**config.mk**
```make
export PLATFORM = sky130hd
export DESIGN_NAME = cache_ctrl
export DESIGN_NICKNAME = d
export VERILOG_FILES = /design/src/rtl/cache_pkg.sv /design/src/rtl/cache_match.sv /design/src/rtl/cache_lru.sv /design/src/rtl/cache_data.sv /design/src/rtl/cache_ctrl.sv
export SDC_FILE = /design/constraint.sdc
export NUM_CORES = 1
export LEC_CHECK = 0
export ABC_AREA = 1
export BUFFER_PORTS_ARGS = -buffer_cell sky130_fd_sc_hd__buf_2
export CORE_MARGIN = 2
export CORE_UTILIZATION = 55
export CTS_CLUSTER_DIAMETER = 80
export DETAILED_ROUTE_END_ITERATION = 10
export PLACE_DENSITY = 0.72
export SYNTH_ARGS = -nofsm -noshare
export SYNTH_HDL_FRONTEND = slang
export SYNTH_SLANG_ARGS = --single-unit
```
**constraint.sdc**
```tcl
create_clock -name clk -period 4.75 [get_ports clk]
set_input_delay 0.2375 -clock clk [delete_from_list [all_inputs] [get_ports clk]]
set_output_delay 0.2375 -clock clk [all_outputs]
set_load 0.005 [all_outputs]
```
**src/rtl/cache_pkg.sv**
```systemverilog
package cache_pkg;

    typedef enum logic [2:0] {
        ST_IDLE,
        ST_LOOKUP,
        ST_EVICT,
        ST_FILL_REQ,
        ST_FILL_WAIT,
        ST_WT_WRITE,
        ST_DONE
    } cache_state_e;

    // index width for a count, never below one bit
    function automatic int unsigned idx_w(input int unsigned n);
        return (n > 1) ? $clog2(n) : 1;
    endfunction

endpackage

```
**src/rtl/cache_match.sv**
```systemverilog
module cache_match
    import cache_pkg::*;
#(
    parameter int unsigned WAYS  = 2,
    parameter int unsigned TAG_W = 6,
    localparam int unsigned WAY_W = idx_w(WAYS)
) (
    input  logic                        clk,
    input  logic                        rst,
    input  logic                        check_en,
    input  logic [WAYS-1:0][TAG_W-1:0]  way_tags,
    input  logic [WAYS-1:0]             way_valid,
    input  logic [TAG_W-1:0]            req_tag,
    output logic                        hit,
    output logic [WAY_W-1:0]            hit_way
);
    logic [WAYS-1:0] hit_vec;

    always_comb begin
        hit_way = '0;
        for (int w = 0; w < WAYS; w++) begin
            hit_vec[w] = way_valid[w] && (way_tags[w] == req_tag);
            if (hit_vec[w]) hit_way = WAY_W'(w);
        end
        hit = |hit_vec;
    end


    single_match_chk: assert property (@(posedge clk) disable iff (rst)
        check_en |-> $onehot0(hit_vec));

endmodule

```
**src/rtl/cache_lru.sv**
```systemverilog
module cache_lru
    import cache_pkg::*;
#(
    parameter int unsigned SETS = 4,
    parameter int unsigned WAYS = 2,
    localparam int unsigned SET_W = idx_w(SETS),
    localparam int unsigned WAY_W = idx_w(WAYS)
) (
    input  logic             clk,
    input  logic             rst,
    input  logic             touch_en,
    input  logic [SET_W-1:0] touch_set,
    input  logic [WAY_W-1:0] touch_way,
    input  logic [SET_W-1:0] query_set,
    output logic [WAY_W-1:0] victim
);
    generate
        if (WAYS == 1) begin : g_direct
            assign victim = '0;
        end else begin : g_ages
            // age 0 = most recent, WAYS-1 = least recent; ages form a permutation
            logic [WAYS-1:0][WAY_W-1:0] age_q [SETS];
            logic [WAYS-1:0]            oldest;

            always_ff @(posedge clk) begin
                if (rst) begin
                    for (int s = 0; s < SETS; s++)
                        for (int w = 0; w < WAYS; w++)
                            age_q[s][w] <= WAY_W'(w);
                end else if (touch_en) begin
                    for (int w = 0; w < WAYS; w++) begin
                        if (WAY_W'(w) == touch_way)
                            age_q[touch_set][w] <= '0;
                        else if (age_q[touch_set][w] < age_q[touch_set][touch_way])
                            age_q[touch_set][w] <= age_q[touch_set][w] + 1'b1;
                    end
                end
            end

            always_comb begin
                victim = '0;
                for (int w = 0; w < WAYS; w++) begin
                    oldest[w] = (age_q[query_set][w] == WAY_W'(WAYS - 1));
                    if (oldest[w]) victim = WAY_W'(w);
                end
            end


            lru_unique_chk: assert property (@(posedge clk) disable iff (rst)
                $onehot(oldest));
        end
    endgenerate

endmodule

```
**src/rtl/cache_data.sv**
```systemverilog
module cache_data
    import cache_pkg::*;
#(
    parameter int unsigned SETS       = 4,
    parameter int unsigned WAYS       = 2,
    parameter int unsigned LINE_WORDS = 4,
    parameter int unsigned DATA_W     = 32,
    localparam int unsigned SET_W = idx_w(SETS),
    localparam int unsigned WAY_W = idx_w(WAYS),
    localparam int unsigned OFF_W = idx_w(LINE_WORDS)
) (
    input  logic              clk,
    input  logic              wr_en,
    input  logic [SET_W-1:0]  wr_set,
    input  logic [WAY_W-1:0]  wr_way,
    input  logic [OFF_W-1:0]  wr_off,
    input  logic [DATA_W-1:0] wr_data,
    input  logic [SET_W-1:0]  rd_set,
    input  logic [WAY_W-1:0]  rd_way,
    input  logic [OFF_W-1:0]  rd_off,
    output logic [DATA_W-1:0] rd_data
);
    logic [DATA_W-1:0] store_q [SETS][WAYS][LINE_WORDS];

    always_ff @(posedge clk) begin
        if (wr_en) store_q[wr_set][wr_way][wr_off] <= wr_data;
    end

    assign rd_data = store_q[rd_set][rd_way][rd_off];

endmodule

```
**src/rtl/cache_ctrl.sv**
```systemverilog
module cache_ctrl
    import cache_pkg::*;
#(
    parameter int unsigned ADDR_W     = 10,
    parameter int unsigned DATA_W     = 32,
    parameter int unsigned SETS       = 4,
    parameter int unsigned WAYS       = 2,
    parameter int unsigned LINE_WORDS = 4,
    parameter bit          WRITE_BACK = 1'b1
) (
    input  logic              clk,
    input  logic              rst,
    input  logic              cpu_req_valid,
    output logic              cpu_req_ready,
    input  logic              cpu_req_we,
    input  logic [ADDR_W-1:0] cpu_req_addr,
    input  logic [DATA_W-1:0] cpu_req_wdata,
    output logic              cpu_rsp_valid,
    output logic [DATA_W-1:0] cpu_rsp_rdata,
    output logic              cpu_rsp_hit,
    output logic              mem_req_valid,
    input  logic              mem_req_ready,
    output logic              mem_req_we,
    output logic [ADDR_W-1:0] mem_req_addr,
    output logic [DATA_W-1:0] mem_req_wdata,
    input  logic              mem_rsp_valid,
    input  logic [DATA_W-1:0] mem_rsp_rdata
);
    localparam int unsigned OFF_W = idx_w(LINE_WORDS);
    localparam int unsigned SET_W = idx_w(SETS);
    localparam int unsigned WAY_W = idx_w(WAYS);
    localparam int unsigned TAG_W = ADDR_W - SET_W - OFF_W;
    localparam logic [OFF_W-1:0] LAST_BEAT = OFF_W'(LINE_WORDS - 1);

    typedef struct packed {
        logic              we;
        logic [TAG_W-1:0]  tag;
        logic [SET_W-1:0]  set;
        logic [OFF_W-1:0]  off;
        logic [DATA_W-1:0] wdata;
    } req_t;

    cache_state_e state_q;
    req_t         req_q;
    logic [OFF_W-1:0] beat_q;
    logic [WAY_W-1:0] vict_q;
    logic             missed_q;
    logic [DATA_W-1:0] rdata_q;

    logic [WAYS-1:0][TAG_W-1:0] tag_q   [SETS];
    logic [WAYS-1:0]            valid_q [SETS];
    logic [WAYS-1:0]            dirty_q [SETS];

    logic             hit;
    logic [WAY_W-1:0] hit_way;
    logic [WAY_W-1:0] lru_victim;
    logic             in_lookup;
    logic             vict_dirty;
    logic             dw_en;
    logic [WAY_W-1:0] dw_way, rd_way;
    logic [OFF_W-1:0] dw_off, rd_off;
    logic [DATA_W-1:0] dw_data, rd_data;

    assign in_lookup  = (state_q == ST_LOOKUP);
    assign vict_dirty = WRITE_BACK && valid_q[req_q.set][lru_victim]
                        && dirty_q[req_q.set][lru_victim];

    cache_match #(.WAYS(WAYS), .TAG_W(TAG_W)) u_match (
        .clk(clk), .rst(rst), .check_en(in_lookup),
        .way_tags(tag_q[req_q.set]), .way_valid(valid_q[req_q.set]),
        .req_tag(req_q.tag), .hit(hit), .hit_way(hit_way)
    );

    cache_lru #(.SETS(SETS), .WAYS(WAYS)) u_lru (
        .clk(clk), .rst(rst),
        .touch_en(in_lookup && hit), .touch_set(req_q.set), .touch_way(hit_way),
        .query_set(req_q.set), .victim(lru_victim)
    );

    always_comb begin
        dw_en   = (in_lookup && hit && req_q.we) || (state_q == ST_FILL_WAIT && mem_rsp_valid);
        dw_way  = in_lookup ? hit_way : vict_q;
        dw_off  = in_lookup ? req_q.off : beat_q;
        dw_data = in_lookup ? req_q.wdata : mem_rsp_rdata;
        rd_way  = (state_q == ST_EVICT) ? vict_q : hit_way;
        rd_off  = (state_q == ST_EVICT) ? beat_q : req_q.off;
    end

    cache_data #(.SETS(SETS), .WAYS(WAYS), .LINE_WORDS(LINE_WORDS), .DATA_W(DATA_W)) u_data (
        .clk(clk), .wr_en(dw_en), .wr_set(req_q.set), .wr_way(dw_way), .wr_off(dw_off),
        .wr_data(dw_data), .rd_set(req_q.set), .rd_way(rd_way), .rd_off(rd_off),
        .rd_data(rd_data)
    );

    always_ff @(posedge clk) begin
        if (rst) begin
            state_q  <= ST_IDLE;
            req_q    <= '0;
            beat_q   <= '0;
            vict_q   <= '0;
            missed_q <= 1'b0;
            rdata_q  <= '0;
            for (int s = 0; s < SETS; s++) begin
                valid_q[s] <= '0;
                dirty_q[s] <= '0;
                tag_q[s]   <= '0;
            end
        end else begin
            unique case (state_q)
                ST_IDLE: if (cpu_req_valid) begin
                    req_q    <= '{we: cpu_req_we, tag: cpu_req_addr[ADDR_W-1 -: TAG_W],
                                  set: cpu_req_addr[OFF_W +: SET_W],
                                  off: cpu_req_addr[OFF_W-1:0], wdata: cpu_req_wdata};
                    missed_q <= 1'b0;
                    state_q  <= ST_LOOKUP;
                end
                ST_LOOKUP: begin
                    if (hit) begin
                        if (!req_q.we) begin
                            rdata_q <= rd_data;
                            state_q <= ST_DONE;
                        end else if (WRITE_BACK) begin
                            dirty_q[req_q.set][hit_way] <= 1'b1;
                            state_q <= ST_DONE;
                        end else begin
                            state_q <= ST_WT_WRITE;
                        end
                    end else if (!req_q.we || WRITE_BACK) begin
                        missed_q <= 1'b1;
                        vict_q   <= lru_victim;
                        beat_q   <= '0;
                        valid_q[req_q.set][lru_victim] <= 1'b0;
                        state_q  <= vict_dirty ? ST_EVICT : ST_FILL_REQ;
                    end else begin
                        missed_q <= 1'b1;
                        state_q  <= ST_WT_WRITE;
                    end
                end
                ST_EVICT: if (mem_req_ready) begin
                    beat_q <= beat_q + 1'b1;
                    if (beat_q == LAST_BEAT) begin
                        beat_q <= '0;
                        dirty_q[req_q.set][vict_q] <= 1'b0;
                        state_q <= ST_FILL_REQ;
                    end
                end
                ST_FILL_REQ: if (mem_req_ready) state_q <= ST_FILL_WAIT;
                ST_FILL_WAIT: if (mem_rsp_valid) begin
                    beat_q <= beat_q + 1'b1;
                    if (beat_q == LAST_BEAT) begin
                        tag_q[req_q.set][vict_q]   <= req_q.tag;
                        valid_q[req_q.set][vict_q] <= 1'b1;
                        dirty_q[req_q.set][vict_q] <= 1'b0;
                        state_q <= ST_LOOKUP;
                    end else begin
                        state_q <= ST_FILL_REQ;
                    end
                end
                ST_WT_WRITE: if (mem_req_ready) state_q <= ST_DONE;
                ST_DONE: state_q <= ST_IDLE;
                default: state_q <= ST_IDLE;
            endcase
        end
    end

    always_comb begin
        cpu_req_ready = (state_q == ST_IDLE);
        cpu_rsp_valid = (state_q == ST_DONE);
        cpu_rsp_rdata = rdata_q;
        cpu_rsp_hit   = !missed_q;
        mem_req_valid = (state_q == ST_EVICT) || (state_q == ST_FILL_REQ) || (state_q == ST_WT_WRITE);
        mem_req_we    = (state_q == ST_EVICT) || (state_q == ST_WT_WRITE);
        mem_req_wdata = (state_q == ST_EVICT) ? rd_data : req_q.wdata;
        unique case (state_q)
            ST_EVICT:    mem_req_addr = {tag_q[req_q.set][vict_q], req_q.set, beat_q};
            ST_FILL_REQ: mem_req_addr = {req_q.tag, req_q.set, beat_q};
            default:     mem_req_addr = {req_q.tag, req_q.set, req_q.off};
        endcase
    end


    mem_hold_chk: assert property (@(posedge clk) disable iff (rst)
        mem_req_valid && !mem_req_ready |=> mem_req_valid && $stable(mem_req_addr) && $stable(mem_req_we));


    idle_quiet_chk: assert property (@(posedge clk) disable iff (rst)
        cpu_req_ready |-> !mem_req_valid && !cpu_rsp_valid);


    rsp_pulse_chk: assert property (@(posedge clk) disable iff (rst)
        cpu_rsp_valid |=> !cpu_rsp_valid);


    wt_store_only_chk: assert property (@(posedge clk) disable iff (rst)
        (WRITE_BACK == 1'b0) && mem_req_valid && mem_req_we |-> req_q.we);

endmodule

```
Word level (Yosys, flattened, before mapping)
Memory sizes are Yosys's and may differ from the RTL's. A register that Yosys moved wholly into a read port is not among the register bits.
Cells that the tools add are included.
{"block": "word_totals", "word_cells": 216, "input_bits": 80, "mem_bits_rw": 1096, "register_bits": 82, "output_inout_bits": 79, "n_memories": 5}
{"memory": "u_data.store_q", "depth": 4, "word_bits": 256, "read_ports": 1, "rd_ports_with_merged_regs": 1, "write_ports": 1, "line_no": "cache_data.sv:23", "rtl": "logic [DATA_W-1:0] store_q [SETS][WAYS][LINE_WORDS];"}
{"memory": "tag_q", "depth": 4, "word_bits": 12, "read_ports": 1, "rd_ports_with_merged_regs": 1, "write_ports": 4, "line_no": "cache_ctrl.sv:50", "rtl": "logic [WAYS-1:0][TAG_W-1:0] tag_q [SETS];"}
{"memory": "dirty_q", "depth": 4, "word_bits": 2, "read_ports": 1, "rd_ports_with_merged_regs": 1, "write_ports": 4, "line_no": "cache_ctrl.sv:52", "rtl": "logic [WAYS-1:0] dirty_q [SETS];"}
{"memory": "u_lru.g_ages.age_q", "depth": 4, "word_bits": 2, "read_ports": 1, "rd_ports_with_merged_regs": 1, "write_ports": 4, "line_no": "cache_lru.sv:22", "rtl": "logic [WAYS-1:0][WAY_W-1:0] age_q [SETS];"}
{"memory": "valid_q", "depth": 4, "word_bits": 2, "read_ports": 1, "rd_ports_with_merged_regs": 1, "write_ports": 4, "line_no": "cache_ctrl.sv:51", "rtl": "logic [WAYS-1:0] valid_q [SETS];"}
{"block": "classes", "n_lt_le_gt_ge": 14, "bitwise": 14, "addsub": 3, "reduce_logical": 30, "eq_ne": 16, "mux": 124}
{"op": "$mux 128", "n": 4}
{"op": "$mux 256", "n": 1}
{"op": "$mux 32", "n": 5}
{"op": "$demux 128 s1", "n": 1}
{"op": "$bmux 32 s2", "n": 1}
{"op": "$demux 32 s2", "n": 1}
{"op": "$mux 2", "n": 31}
{"op": "$mux 1", "n": 59}
{"op": "$mux 12", "n": 3}
{"op": "$mux 3", "n": 7}
{"op": "$pmux 10 s2", "n": 1}
{"op": "$mux 6", "n": 3}
{"op": "$pmux 3 s6", "n": 1}
{"op": "$ne 2x2->1 const B", "n": 7}
{"op": "$eq 6x6->1", "n": 2}
{"op": "$reduce_or 12->1", "n": 1}
{"op": "$logic_and 1x1->1", "n": 11}
{"op": "$eq 3x3->1 const B", "n": 3}
{"op": "$or 1x1->1", "n": 8}
{"op": "$reduce_or 2->1", "n": 4}
{"op": "$demux 6 s1", "n": 1}
{"op": "$eq 3x2->1 const B", "n": 2}
{"op": "$ge 3x3->1 const B", "n": 2}
{"op": "$lt 1x2->1 const B", "n": 3}
{"op": "24 further kinds", "n": 39}

Longest topological paths before layout
{"block": "logic_depth", "depth_word": 14, "mapped_depth": 19, "depth_no_buf": 18}

Modules after synthesis
Synthesis repeated with hierarchy kept, for this count alone.
{"block": "unflattened", "cells_unflattened": 4601, "hier_area_um2": 49822.8}
{"module": "cache_data", "seq_area_each_um2": 30749.5, "area_each_um2": 41780.1, "instances": 1, "cells_per_inst": 3512}
{"module": "cache_ctrl", "seq_area_each_um2": 3603.5, "area_each_um2": 7164.4, "instances": 1, "cells_per_inst": 937}
{"module": "cache_lru", "seq_area_each_um2": 230.2, "area_each_um2": 631.9, "instances": 1, "cells_per_inst": 89}
{"module": "cache_match", "seq_area_each_um2": 0.0, "area_each_um2": 246.5, "instances": 1, "cells_per_inst": 63}

Worst setup path before layout
OpenSTA, ideal clock, no wires.
{"block": "synth_timing", "path_type": "reg2reg", "start": "register (tool-made name)", "end": "memory u_data.store_q[0][0] (netlist name), enable pin", "path_slack_ns": 1.187, "t_arrival_ns": 3.142, "required_ns": 4.329, "path_stages_with_launch": 19, "setup_ns": 0.421, "n_path_buf": 2, "synth_period_minus_slack_ns": 3.563, "path_cell_list": "dfxtp_1 buf_6 inv_8 buf_6 nand2_1 nand3_1 nand2_1 inv_2 nand2_2 nand2_1 nor2_2 nand2_1 nand2_2 nand2_4 o21ai_2 inv_1 nor2_2 nand2_1 nor2_1"}
{"element": "to (decl)", "line_no": "cache_data.sv:23"}

==> results.yml <==
logic_synthesis:
  mux_contribution_to_synthesized_area_pct: 0
  synthDominantAreaCellType: "sky130_fd_sc_hd__edfxtp_1"
  postSynthRegisterBits: 1180
  postSynthAreaPerCell_um2: 11.6
  seq_area_frac_synth_pct: 70.7
  netlist.area_leader.share_pct: 67.2
  area_fraction_in_and_or_nand_and_nor_cells_after_synthesis_pct: 13.0
  netlist_top_cells_area: "sky130_fd_sc_hd__edfxtp_1 (67%), sky130_fd_sc_hd__o21ai_0 (5.2%), sky130_fd_sc_hd__nand2_1 (4.5%)"
  synth.cell_area_um2: 48900
  dominant_combinational_cell_family_by_area_after_synthesis: "simple AND/OR/NAND/NOR gates"
  synth_compound_gate_area_share_pct: 11.3
  synth_nets: 4307
  syn-instance-count: 4226
  synth-xor-area-share_pct: 0.0358
  yosys_warnings: 0
  synth.lib_cells_used.distinct: 40
  synth-adder-area-share_pct: 0.0256
setup_path:
  startpoint_class: "register"
  cell_family_contributing_the_most_delay_on_the_critical_path: "buffers and inverters"
  critical_path.slowest_cell: "sky130_fd_sc_hd__buf_4"
  criticalPathCategory: "reg -> out"
  critPathArrivalTime_ns: 4.32
  r2r_end: "u_data.store_q[3][156]"
  critPathBufInv: 4
  required_ns: 4.51
  worst-path-max-fanout: 85
  path_cells: "inv_16 > buf_4 > buf_4 > o21ai_0 > o22ai_1 > nand3b_1 > nand3_1 > nand3_1 > nand2_1 > o21ai_1 > buf_2"
  worstRegToRegCells: 16
  critPathCaptureType: "primary output"
  delay_of_the_slowest_cell_on_the_worst_path_ns: 0.80
  regToRegSetupSlack_ns: 0.76
floorplan:
  core_area_um2: 88200
  floorplan.die_area_um2: 91300
  die_y_um: 302
  pin_count: 159
  placement_rows: 109
  die_width_um: 302
  floorplan.initialDensity_pct: 55.4
detailed_routing:
  route.final.wire_length_um: 132000
  drt-initial-drc-count: 4598
  first_pass_iters: 7
  detailed_route_via_count: 34300
  drc: 0
  antenna_violating_nets_post_route: 0
  viasPerCell: 6.13
  routed_wire_length_per_instance_um: 23.6
hold_path:
  holdPathEnd: "state_q[2]"
  hold-path-cell-count: 6
  holdCritStartpoint: "cpu_req_valid"
  timing.hold.worst.class: "in -> reg"
pwr:
  report.power.total_w: 0.0298
  max-vdd-ir-drop_uv: 358
  pwr_density_nw_per_um2: 541
  p_leak_nw: 19.7
timing:
  totalNegativeSetupSlack_ns: 0
  worst_pin_slew_ns: 1.24
  final_worst_slack_ns: 0.188
  slew_violations: 0
  final_number_of_hold_violating_endpoints: 0
  max_slew_margin_pct: 17.1
  min_clock_period_post_route_ns: 4.56
  unrepaired_setup_endpoints_after_global_routing: "false"
  maxClockFrequency_mhz: 219
  final-setup-viol-count: 0
  finalClockSkew_ns: 0.0273
  finalCritPeriodShare_pct: 96.0
final_layout:
  mostFrequentLayoutCell: "sky130_fd_sc_hd__edfxtp_1"
  multi_input_area_um2: 12500
  seqCellArea_um2: 34600
  finalNetCount: 4418
  insertedDiodeCount: 0
  final_layout_size_suffix_gt1_share_pct: 11.2
  fillers: 6503
  most-common-layout-cells: "sky130_fd_sc_hd__edfxtp_1 (1095), sky130_fd_sc_hd__nand2_1 (584), sky130_fd_sc_hd__nor2_1 (485)"
  final_core_util_pct: 62.5
  area_delta_synth_final_pct: 12.8
  postLayoutCellArea_um2: 55200
global_routing:
  gr-usage-all-layers_pct: 28.5
  antenna_violations_before_repair: 1
  grt_remaining_overflow: 0
  grt_pass1_vias: 32300
  grt_pass1_wl_um: 197000
  pin_count_of_the_biggest_net_entering_global_routing: 163
placement:
  placed_cell_area_um2: 51100
  preCtsSetupSlack_ns: 0.839
  gp_congestion: 0.943
  buffer_ports.inserted: 158
  place.detailed.hpwl_um: 79500
clock_tree:
  clk_latency_ns: 0.70
  clock_sinks: 1180
  cts.reportedPaths.clkPinSlew_ns: 0.06
  cts_made_buffers: 114
  tritoncts: "built"
  cts_root_buf: "sky130_fd_sc_hd__clkbuf_16"
  htreeDepth: 3
  cts_max_path_buffers: 3
run:
  drv_cap: 0
status:
  status: "complete, no violations"
## final cells by class
cell class / count / area share, %
clock buffer: 157 / 5.75
clock inverter: 49 / 0.769
inverter: 266 / 1.86
multi-input combinational: 2490 / 22.6
sequential: 1180 / 62.7
tap: 1165 / 2.64
timing repair buffer: 285 / 3.67
## stage by stage
stage / instances / hold slack, ns
2_1_floorplan: 4226 / 0.422
3_3_place_gp: 5340 / 0.461
3_5_place_dp: 5340 / 0.471
4_1_cts: 5592 / 0.142
5_1_grt: 5592 / 0.202
6_report: 5592 / 0.171
## state kept, by name, indices dropped and copies added, names as in the netlist, named ones only
name,flops
vict_q,1
valid_q,8
dirty_q,8
req_q,43
u_lru.g_ages.age_q,8
beat_q,2
state_q,3
u_data.store_q,1024
cpu_rsp_rdata,32
tag_q,48
missed_q,1
## cell usage after synthesis
cell type and number:
sky130_fd_sc_hd__or2_0 1, sky130_fd_sc_hd__buf_4 16, sky130_fd_sc_hd__o221ai_1 3, sky130_fd_sc_hd__clkbuf_1 159, sky130_fd_sc_hd__a32o_1 64, sky130_fd_sc_hd__nand2_2 4, sky130_fd_sc_hd__inv_1 252, sky130_fd_sc_hd__nand3b_1 32
sky130_fd_sc_hd__o21ai_0 510, sky130_fd_sc_hd__nor4_4 1, sky130_fd_sc_hd__xor2_1 2, sky130_fd_sc_hd__nand2_1 585, sky130_fd_sc_hd__nand2_4 1, sky130_fd_sc_hd__a22oi_1 3, sky130_fd_sc_hd__nor2_2 10, sky130_fd_sc_hd__dfxtp_1 85
sky130_fd_sc_hd__clkinv_1 8, sky130_fd_sc_hd__a21oi_2 5, sky130_fd_sc_hd__and2_1 1, sky130_fd_sc_hd__o211ai_1 2, sky130_fd_sc_hd__nand3_1 346, sky130_fd_sc_hd__buf_1 18, sky130_fd_sc_hd__a21oi_1 143, sky130_fd_sc_hd__edfxtp_1 1095
sky130_fd_sc_hd__a211oi_1 1, sky130_fd_sc_hd__nor2_1 517, sky130_fd_sc_hd__inv_8 1, sky130_fd_sc_hd__nand3_2 5, sky130_fd_sc_hd__o21ai_2 5, sky130_fd_sc_hd__o21ai_1 40, sky130_fd_sc_hd__o22ai_2 1, sky130_fd_sc_hd__buf_6 24
sky130_fd_sc_hd__nor4_1 1, sky130_fd_sc_hd__buf_2 73, sky130_fd_sc_hd__o22ai_1 198, sky130_fd_sc_hd__nand4_1 3, sky130_fd_sc_hd__nor3_1 4, sky130_fd_sc_hd__nor2_8 1, sky130_fd_sc_hd__ha_1 1, sky130_fd_sc_hd__inv_2 5
## where the power goes
part	leakage (nW)	total [W]	switching [W]	internal [W]
logic	7.27	0.00859	0.00631	0.00228
clock network	1.75	0.00880	0.00374	0.00506
registers	10.7	0.0124	0.000192	0.0123
total	19.7	0.0298	0.0102	0.0196
## cells by family (layout without fill, tap and decap cells)
group / count (synthesis) / in the layout
AND/OR/NAND/NOR: 1512 / 1512
flip-flops: 1180 / 1180
AO/OA/AOI/OAI: 975 / 975
buffers and inverters: 556 / 757
XOR/XNOR: 2 / 2
adder cells (fa/ha/maj): 1 / 1
## worst max path at each step
stage	startpoint	to	slack, ns	cells after the start
after floorplan	register	u_data.store_q[0][0]	1.19	18
after global placement	register	u_data.store_q[2][140]	0.88	16
final	register	mem_req_wdata[24]	0.19	11
after detailed placement	register	u_data.store_q[2][140]	0.84	16
after global routing	register	mem_req_wdata[28]	0.01	12
after CTS	register	mem_req_wdata[28]	0.22	11
## repair_timing
action                                 4_1_cts  5_1_grt
buffers inserted                             0        0
hold buffers                                46        0
setup endpoints to repair                    0        3
endpoints found under the hold margin       49        0
gates resized for setup                      0        1
## metal layers
metal / share of wire [%] / track usage (%) / up-vias / wire [µm]
met5: 0 / 0 / - / 0
met4: 5.1 / 13.8 / 0 / 6760
met3: 8.3 / 4.70 / 352 / 11000
met2: 49 / 46.4 / 1767 / 64200
met1: 38 / 37.7 / 16800 / 50000
li1: - / - / 15300 / -
## worst register-to-register path: cells and delay by family (launching register included)
kind / cells / cell delay (ns)
and+or+nand+nor: 13 / 2.55
DFF: 1 / 0.60
buffers and inverters: 2 / 0.30
AOI/OAI and AO/OA: 1 / 0.11
Note: power is estimated with default switching activity, not from simulation.
